## src/rtl/iqb_pkg.sv

```systemverilog
package iqb_pkg;

  typedef enum logic [1:0] {
    BST_IDLE = 2'd0,
    BST_TX   = 2'd1,
    BST_RX   = 2'd2
  } bst_state_e;

  // framing event travelling toward the strobe output
  typedef struct packed {
    logic vld;
    logic is_start;
    logic is_tx;
  } bst_evt_t;

endpackage

```

## src/rtl/iqb_phase.sv

```systemverilog
module iqb_phase (
  input  logic clk,
  input  logic rst,
  output logic ph,
  output logic tick
);

  always_ff @(posedge clk) begin
    if (rst) ph <= 1'b0;
    else     ph <= ~ph;
  end

  // the edge that ends the second half-slot
  assign tick = ph;

endmodule

```

## src/rtl/iqb_burst_ctl.sv

```systemverilog
module iqb_burst_ctl
  import iqb_pkg::*;
#(
  parameter int START_LAT = 2
) (
  input  logic clk,
  input  logic rst,
  input  logic tick,
  input  logic tx_req,
  input  logic rx_req,
  output logic tx_take,
  output logic rx_act,
  output logic stb,
  output logic dir
);

  localparam int LAST = START_LAT - 1;

  bst_state_e state, state_nxt;
  logic       guard;
  logic       start_tx, start_rx, stop;
  bst_evt_t   evq [START_LAT];
  bst_evt_t   evt_new;

  always_comb begin
    start_tx  = 1'b0;
    start_rx  = 1'b0;
    stop      = 1'b0;
    state_nxt = state;
    if (!guard) begin
      unique case (state)
        BST_IDLE: begin
          if (tx_req)      start_tx = 1'b1;
          else if (rx_req) start_rx = 1'b1;
        end
        BST_TX:  stop = ~tx_req;
        BST_RX:  stop = ~rx_req;
        default: stop = 1'b1;
      endcase
    end
    if (start_tx)      state_nxt = BST_TX;
    else if (start_rx) state_nxt = BST_RX;
    else if (stop)     state_nxt = BST_IDLE;

    evt_new.vld      = start_tx | start_rx | stop;
    evt_new.is_start = start_tx | start_rx;
    evt_new.is_tx    = start_tx | (stop && state == BST_TX);
  end

  assign tx_take = tx_req && (state_nxt == BST_TX);
  assign rx_act  = (state_nxt == BST_RX);

  always_ff @(posedge clk) begin
    if (rst) begin
      state <= BST_IDLE;
      guard <= 1'b0;
      stb   <= 1'b0;
      dir   <= 1'b0;
      for (int s = 0; s < START_LAT; s++) evq[s] <= '0;
    end else if (tick) begin
      state  <= state_nxt;
      guard  <= evt_new.vld;
      evq[0] <= evt_new;
      for (int s = 1; s < START_LAT; s++) evq[s] <= evq[s-1];
      stb <= evq[LAST].vld;
      if (evq[LAST].vld && evq[LAST].is_start) dir <= evq[LAST].is_tx;
    end
  end

endmodule

```

## src/rtl/iqb_tx_mux.sv

```systemverilog
module iqb_tx_mux #(
  parameter int W     = 12,
  parameter int DEPTH = 3
) (
  input  logic         clk,
  input  logic         rst,
  input  logic         tick,
  input  logic         take,
  input  logic [W-1:0] in_i,
  input  logic [W-1:0] in_q,
  output logic [W-1:0] bus_out,
  output logic         bus_oe
);

  localparam int LAST = DEPTH - 1;

  logic [DEPTH-1:0] v_pipe;
  logic [W-1:0]     i_pipe [DEPTH];
  logic [W-1:0]     q_pipe [DEPTH];
  logic [W-1:0]     q_hold;

  always_ff @(posedge clk) begin
    if (rst) begin
      v_pipe  <= '0;
      q_hold  <= '0;
      bus_out <= '0;
      bus_oe  <= 1'b0;
      for (int s = 0; s < DEPTH; s++) begin
        i_pipe[s] <= '0;
        q_pipe[s] <= '0;
      end
    end else if (tick) begin
      v_pipe    <= {v_pipe[DEPTH-2:0], take};
      i_pipe[0] <= take ? in_i : '0;
      q_pipe[0] <= take ? in_q : '0;
      for (int s = 1; s < DEPTH; s++) begin
        i_pipe[s] <= i_pipe[s-1];
        q_pipe[s] <= q_pipe[s-1];
      end
      bus_out <= i_pipe[LAST];
      q_hold  <= q_pipe[LAST];
      bus_oe  <= v_pipe[LAST];
    end else begin
      bus_out <= q_hold;
    end
  end

endmodule

```

## src/rtl/iqb_rx_split.sv

```systemverilog
module iqb_rx_split #(
  parameter int W      = 12,
  parameter int FLAG_D = 8,
  parameter int DATA_D = 5
) (
  input  logic         clk,
  input  logic         rst,
  input  logic         tick,
  input  logic         act,
  input  logic [W-1:0] bus_in,
  output logic [W-1:0] out_i,
  output logic [W-1:0] out_q,
  output logic         out_v
);

  logic [FLAG_D-1:0] f_pipe;
  logic [W-1:0]      i_hold;
  logic [W-1:0]      di [DATA_D];
  logic [W-1:0]      dq [DATA_D];

  always_ff @(posedge clk) begin
    if (rst) begin
      f_pipe <= '0;
      i_hold <= '0;
      out_i  <= '0;
      out_q  <= '0;
      out_v  <= 1'b0;
      for (int s = 0; s < DATA_D; s++) begin
        di[s] <= '0;
        dq[s] <= '0;
      end
    end else if (!tick) begin
      i_hold <= bus_in;
    end else begin
      f_pipe <= {f_pipe[FLAG_D-2:0], act};
      di[0]  <= i_hold;
      dq[0]  <= bus_in;
      for (int s = 1; s < DATA_D; s++) begin
        di[s] <= di[s-1];
        dq[s] <= dq[s-1];
      end
      out_v <= f_pipe[FLAG_D-1];
      out_i <= f_pipe[FLAG_D-1] ? di[DATA_D-1] : '0;
      out_q <= f_pipe[FLAG_D-1] ? dq[DATA_D-1] : '0;
    end
  end

endmodule

```

## src/rtl/iqb_datapath.sv

```systemverilog
module iqb_datapath #(
  parameter int SMP_W     = 12,
  parameter int START_LAT = 2,
  parameter int RX_LAT    = 8
) (
  input  logic             clk,
  input  logic             rst,
  input  logic             tx_req,
  input  logic [SMP_W-1:0] tx_i,
  input  logic [SMP_W-1:0] tx_q,
  input  logic             rx_req,
  output logic             burst_dir,
  output logic             burst_stb,
  output logic [SMP_W-1:0] iq_out,
  output logic             iq_oe,
  input  logic [SMP_W-1:0] iq_in,
  output logic [SMP_W-1:0] rx_i,
  output logic [SMP_W-1:0] rx_q,
  output logic             rx_valid,
  output logic             half_ph
);

  // data follows the start strobe by one period
  localparam int TX_DEPTH  = START_LAT + 1;
  localparam int RX_DATA_D = RX_LAT - START_LAT - 1;

  logic tick;
  logic tx_take;
  logic rx_act;

  iqb_phase u_phase (
    .clk  (clk),
    .rst  (rst),
    .ph   (half_ph),
    .tick (tick)
  );

  iqb_burst_ctl #(.START_LAT(START_LAT)) u_ctl (
    .clk     (clk),
    .rst     (rst),
    .tick    (tick),
    .tx_req  (tx_req),
    .rx_req  (rx_req),
    .tx_take (tx_take),
    .rx_act  (rx_act),
    .stb     (burst_stb),
    .dir     (burst_dir)
  );

  iqb_tx_mux #(.W(SMP_W), .DEPTH(TX_DEPTH)) u_tx (
    .clk     (clk),
    .rst     (rst),
    .tick    (tick),
    .take    (tx_take),
    .in_i    (tx_i),
    .in_q    (tx_q),
    .bus_out (iq_out),
    .bus_oe  (iq_oe)
  );

  iqb_rx_split #(.W(SMP_W), .FLAG_D(RX_LAT), .DATA_D(RX_DATA_D)) u_rx (
    .clk    (clk),
    .rst    (rst),
    .tick   (tick),
    .act    (rx_act),
    .bus_in (iq_in),
    .out_i  (rx_i),
    .out_q  (rx_q),
    .out_v  (rx_valid)
  );

endmodule

```

## config.mk

```make
export PLATFORM = sky130hd
export DESIGN_NAME = iqb_datapath
export DESIGN_NICKNAME = d
export VERILOG_FILES = /design/src/rtl/iqb_pkg.sv /design/src/rtl/iqb_phase.sv /design/src/rtl/iqb_burst_ctl.sv /design/src/rtl/iqb_tx_mux.sv /design/src/rtl/iqb_rx_split.sv /design/src/rtl/iqb_datapath.sv
export SDC_FILE = /design/constraint.sdc
export NUM_CORES = 1
export LEC_CHECK = 0
export ABC_AREA = 1
export BUFFER_PORTS_ARGS = -buffer_cell sky130_fd_sc_hd__buf_2
export CORE_UTILIZATION = 53
export DETAILED_ROUTE_END_ITERATION = 10
export PLACE_DENSITY_LB_ADDON = 0.3
export REMOVE_ABC_BUFFERS = 1
export SYNTH_ARGS = -nofsm -noshare
export SYNTH_HDL_FRONTEND = slang
export SYNTH_SLANG_ARGS = --single-unit
```

## constraint.sdc

```tcl
create_clock -name clk -period 7.3 [get_ports clk]
set_input_delay 0.365 -clock clk [delete_from_list [all_inputs] [get_ports clk]]
set_output_delay 0.365 -clock clk [all_outputs]
set_load 0.02 [all_outputs]
```

==> impl_metrics.yaml <==
clock_network:
  cts_hold_buf: 0
  clkLatencyLatePin_ns: 0.53
  cts_tree: "done"
  numCtsBuffers: 29
  htreeDepth: 1
  clkSinkCount: 277
  cts.clk_slew.worst_paths_ns: 0.06
  cts_buffer_depth: 3
  clockRootBuffer: "clkbuf_16"
  cts_resized: 0
  post_cts_buffers: 0
worst_setup_path:
  crit_slowest_cell: "buf_4"
  critical-path-top-delay-family: "buffers and inverters"
  path_cells: "nor2_4 -> inv_8 -> buf_4"
  critPathMaxStageDelay_ns: 0.93
  reg2reg_from: "u_phase.ph"
  critPathKind: "register to register"
  crit_buf_inv: 2
  ff2ff_setup_slack_ns: 4.52
  critPathLaunchType: "register"
  worstSetupEndpointType: "register"
  worstReg2RegEnd: "u_rx.di[0][53]"
  crit_fanout: 156
  reg2reg_depth: 3
  arrival_ns: 2.93
  worstPathRequired_ns: 7.45
die:
  fp.coreArea_um2: 18300
  io_pins: 81
  die_w_um: 140
  die_area_um2: 19500
  num_rows: 49
  start_util_pct: 54.9
  die_y_um: 140
route:
  drc: 0
  vias: 5520
  wl_per_cell_um: 11.9
  ant_nets: 0
  firstDrtPassIters: 4
  totalWireLength_um: 14200
  routed_via_density: 4.64
  drt_iter0_markers: 439
yosys:
  yosys_warnings: 0
  syn_area_um2: 10000
  syn_avg_cell_area_um2: 11.6
  ys_seq_elements: 277
  yosysSeqAreaShare_pct: 75.1
  synth_cell_type_count: 21
  synth_cells: 866
place:
  dp_hpwl_um: 7350
  portBuffers: 80
  globalplace.congestion: 0.734
sta:
  clock_skew_ns: 0.00759
  max-slew-margin-rel_pct: 30.8
  tightest_slew_ns: 1.04
  fmax_ghz: 0.360
  setup_violations: 0
  rsz0062_at_grt: "no"
  maxSlewViolCount: 0
  finalCritPeriodShare_pct: 38.1
  period_needed_ns: 2.78
  finalHoldViolations: 0
  setup_tns_ns: 0
hold_path:
  min_path_type: "primary input to register"
  min_to: "u_ctl.dir"
  hold_depth: 2
  hold_start: "rst"
finish:
  drive_above_1_share_pct: 13.2
  antennaDiodeCount: 0
  area_delta_synth_final_pct: 14.7
  finish.net_count: 980
  n_fill_cell: 1409
  postLayoutCoreUtil_pct: 62.9
grt:
  antenna_found_initial: 0
  grt_max_degree: 157
  grt_use_total_pct: 15.1
  grt-ovfl-total: 0
  grt_pass1_wl_um: 23800
  grt_pass1_vias: 5159
job:
  max_cap_viol_count: 0
pwr:
  p_leak_nw: 4.82
  irDropWorstVdd_mv: 0.169
  power_per_cell_area_nw_per_um2: 289
outcome:
  status: "complete, no violations"
-- final cells by class --
cell class                      instances  area (µm²)  area share (%)
Sequential cell                       277        7530            65.5
Multi-Input combinational cell        326        1510            13.2
Inverter                              223         850            7.39
Clock buffer                           37         786            6.83
Timing Repair Buffer                   83         423            3.68
Tap cell                              229         287            2.49
Clock inverter                         15         115            1.00
-- how the worst max path moves through the flow --
stage                         to  slack [ns]  cells past startpoint  startpoint
2_1_floorplan    u_ctl.evq[0][0]        1.41                      2  u_phase.ph
3_3_place_gp       u_rx.di[0][5]        4.47                      4         rst
3_5_place_dp       u_rx.di[0][5]        4.47                      4         rst
4_1_cts            u_rx.dq[0][5]        4.52                      3  u_phase.ph
5_1_grt        u_tx.q_pipe[0][4]        4.32                      6  u_phase.ph
6_report          u_rx.di[0][53]        4.52                      3  u_phase.ph
-- logic make-up after synthesis --
logic type	after synthesis	synth area share, %
buf+inv	263	9.90
compound gates	83	5.73
flops	277	75.1
simple gates	243	9.29
-- cell usage after synthesis (all sizes together) --
cell type  number  share of area (%)
inv           223                8.4
edfxtp        198                 59
nor2          198                7.5
dfxtp          79                 16
nand2          38                1.4
clkbuf         35                1.3
o21ai          32                1.6
a32o           24                2.4
o22ai          19                1.2
buf             5               0.24
nand3           4               0.20
a21oi           3               0.15
a22o            2               0.17
o21bai          2               0.15
nand4           1              0.062
nor3            1              0.050
o211ai          1              0.075
or2             1              0.062
-- registers in the layout (all words and copies together) (netlist names), 2 cells and up --
signal	count
u_tx.q_pipe	36
u_tx.bus_out	12
u_tx.v_pipe	3
u_tx.i_pipe	36
u_rx.i_hold	12
u_tx.q_hold	12
u_rx.out_i	12
u_ctl.state	2
u_ctl.evq	6
u_rx.di	60
u_rx.out_q	12
u_rx.dq	60
u_rx.f_pipe	8
-- metrics by stage --
step / area, µm² / power, mW / std cells / hold slack (ns) / worst slack, ns
2_1_floorplan: 9870 / 1.94 / 826 / 0.422 / 1.41
5_1_grt: 11500 / 3.45 / 1190 / 0.0805 / 4.32
3_3_place_gp: 10600 / 1.97 / 1138 / 0.424 / 4.47
4_1_cts: 11500 / 3.36 / 1190 / 0.0678 / 4.52
6_report: 11500 / 3.32 / 1190 / 0.0860 / 4.52
3_5_place_dp: 10600 / 1.98 / 1138 / 0.434 / 4.47
-- cells in the final DEF (no fill, tap or decap), drive strengths merged --
cell    Yosys  routed
o21ai      32      32
dfxtp      79      79
a22o        2       2
clkinv      0      13
a32o       24      24
bufinv      0       2
o211ai      1       1
inv       223     223
o22ai      19      19
nor3        1       1
o21bai      2       2
edfxtp    198     198
a21oi       3       3
clkbuf     35      37
or2         1       1
nor2      198     198
buf         5      83
nand3       4       4
nand2      38      38
nand4       1       1
-- routing by layer --
metal / GRT usage [%] / share of wire [%]
met1: 18.9 / 45
met2: 26.2 / 49
met3: 2.68 / 3.9
met4: 5.38 / 2.4
met5: 0 / 0
-- power by group --
part           leakage (nW)  switching, mW  internal (mW)
logic                  1.59          0.102         0.0366
clock network         0.445          0.557          0.822
registers              2.78         0.0239           1.78
Power figures use the tool's default switching activity.
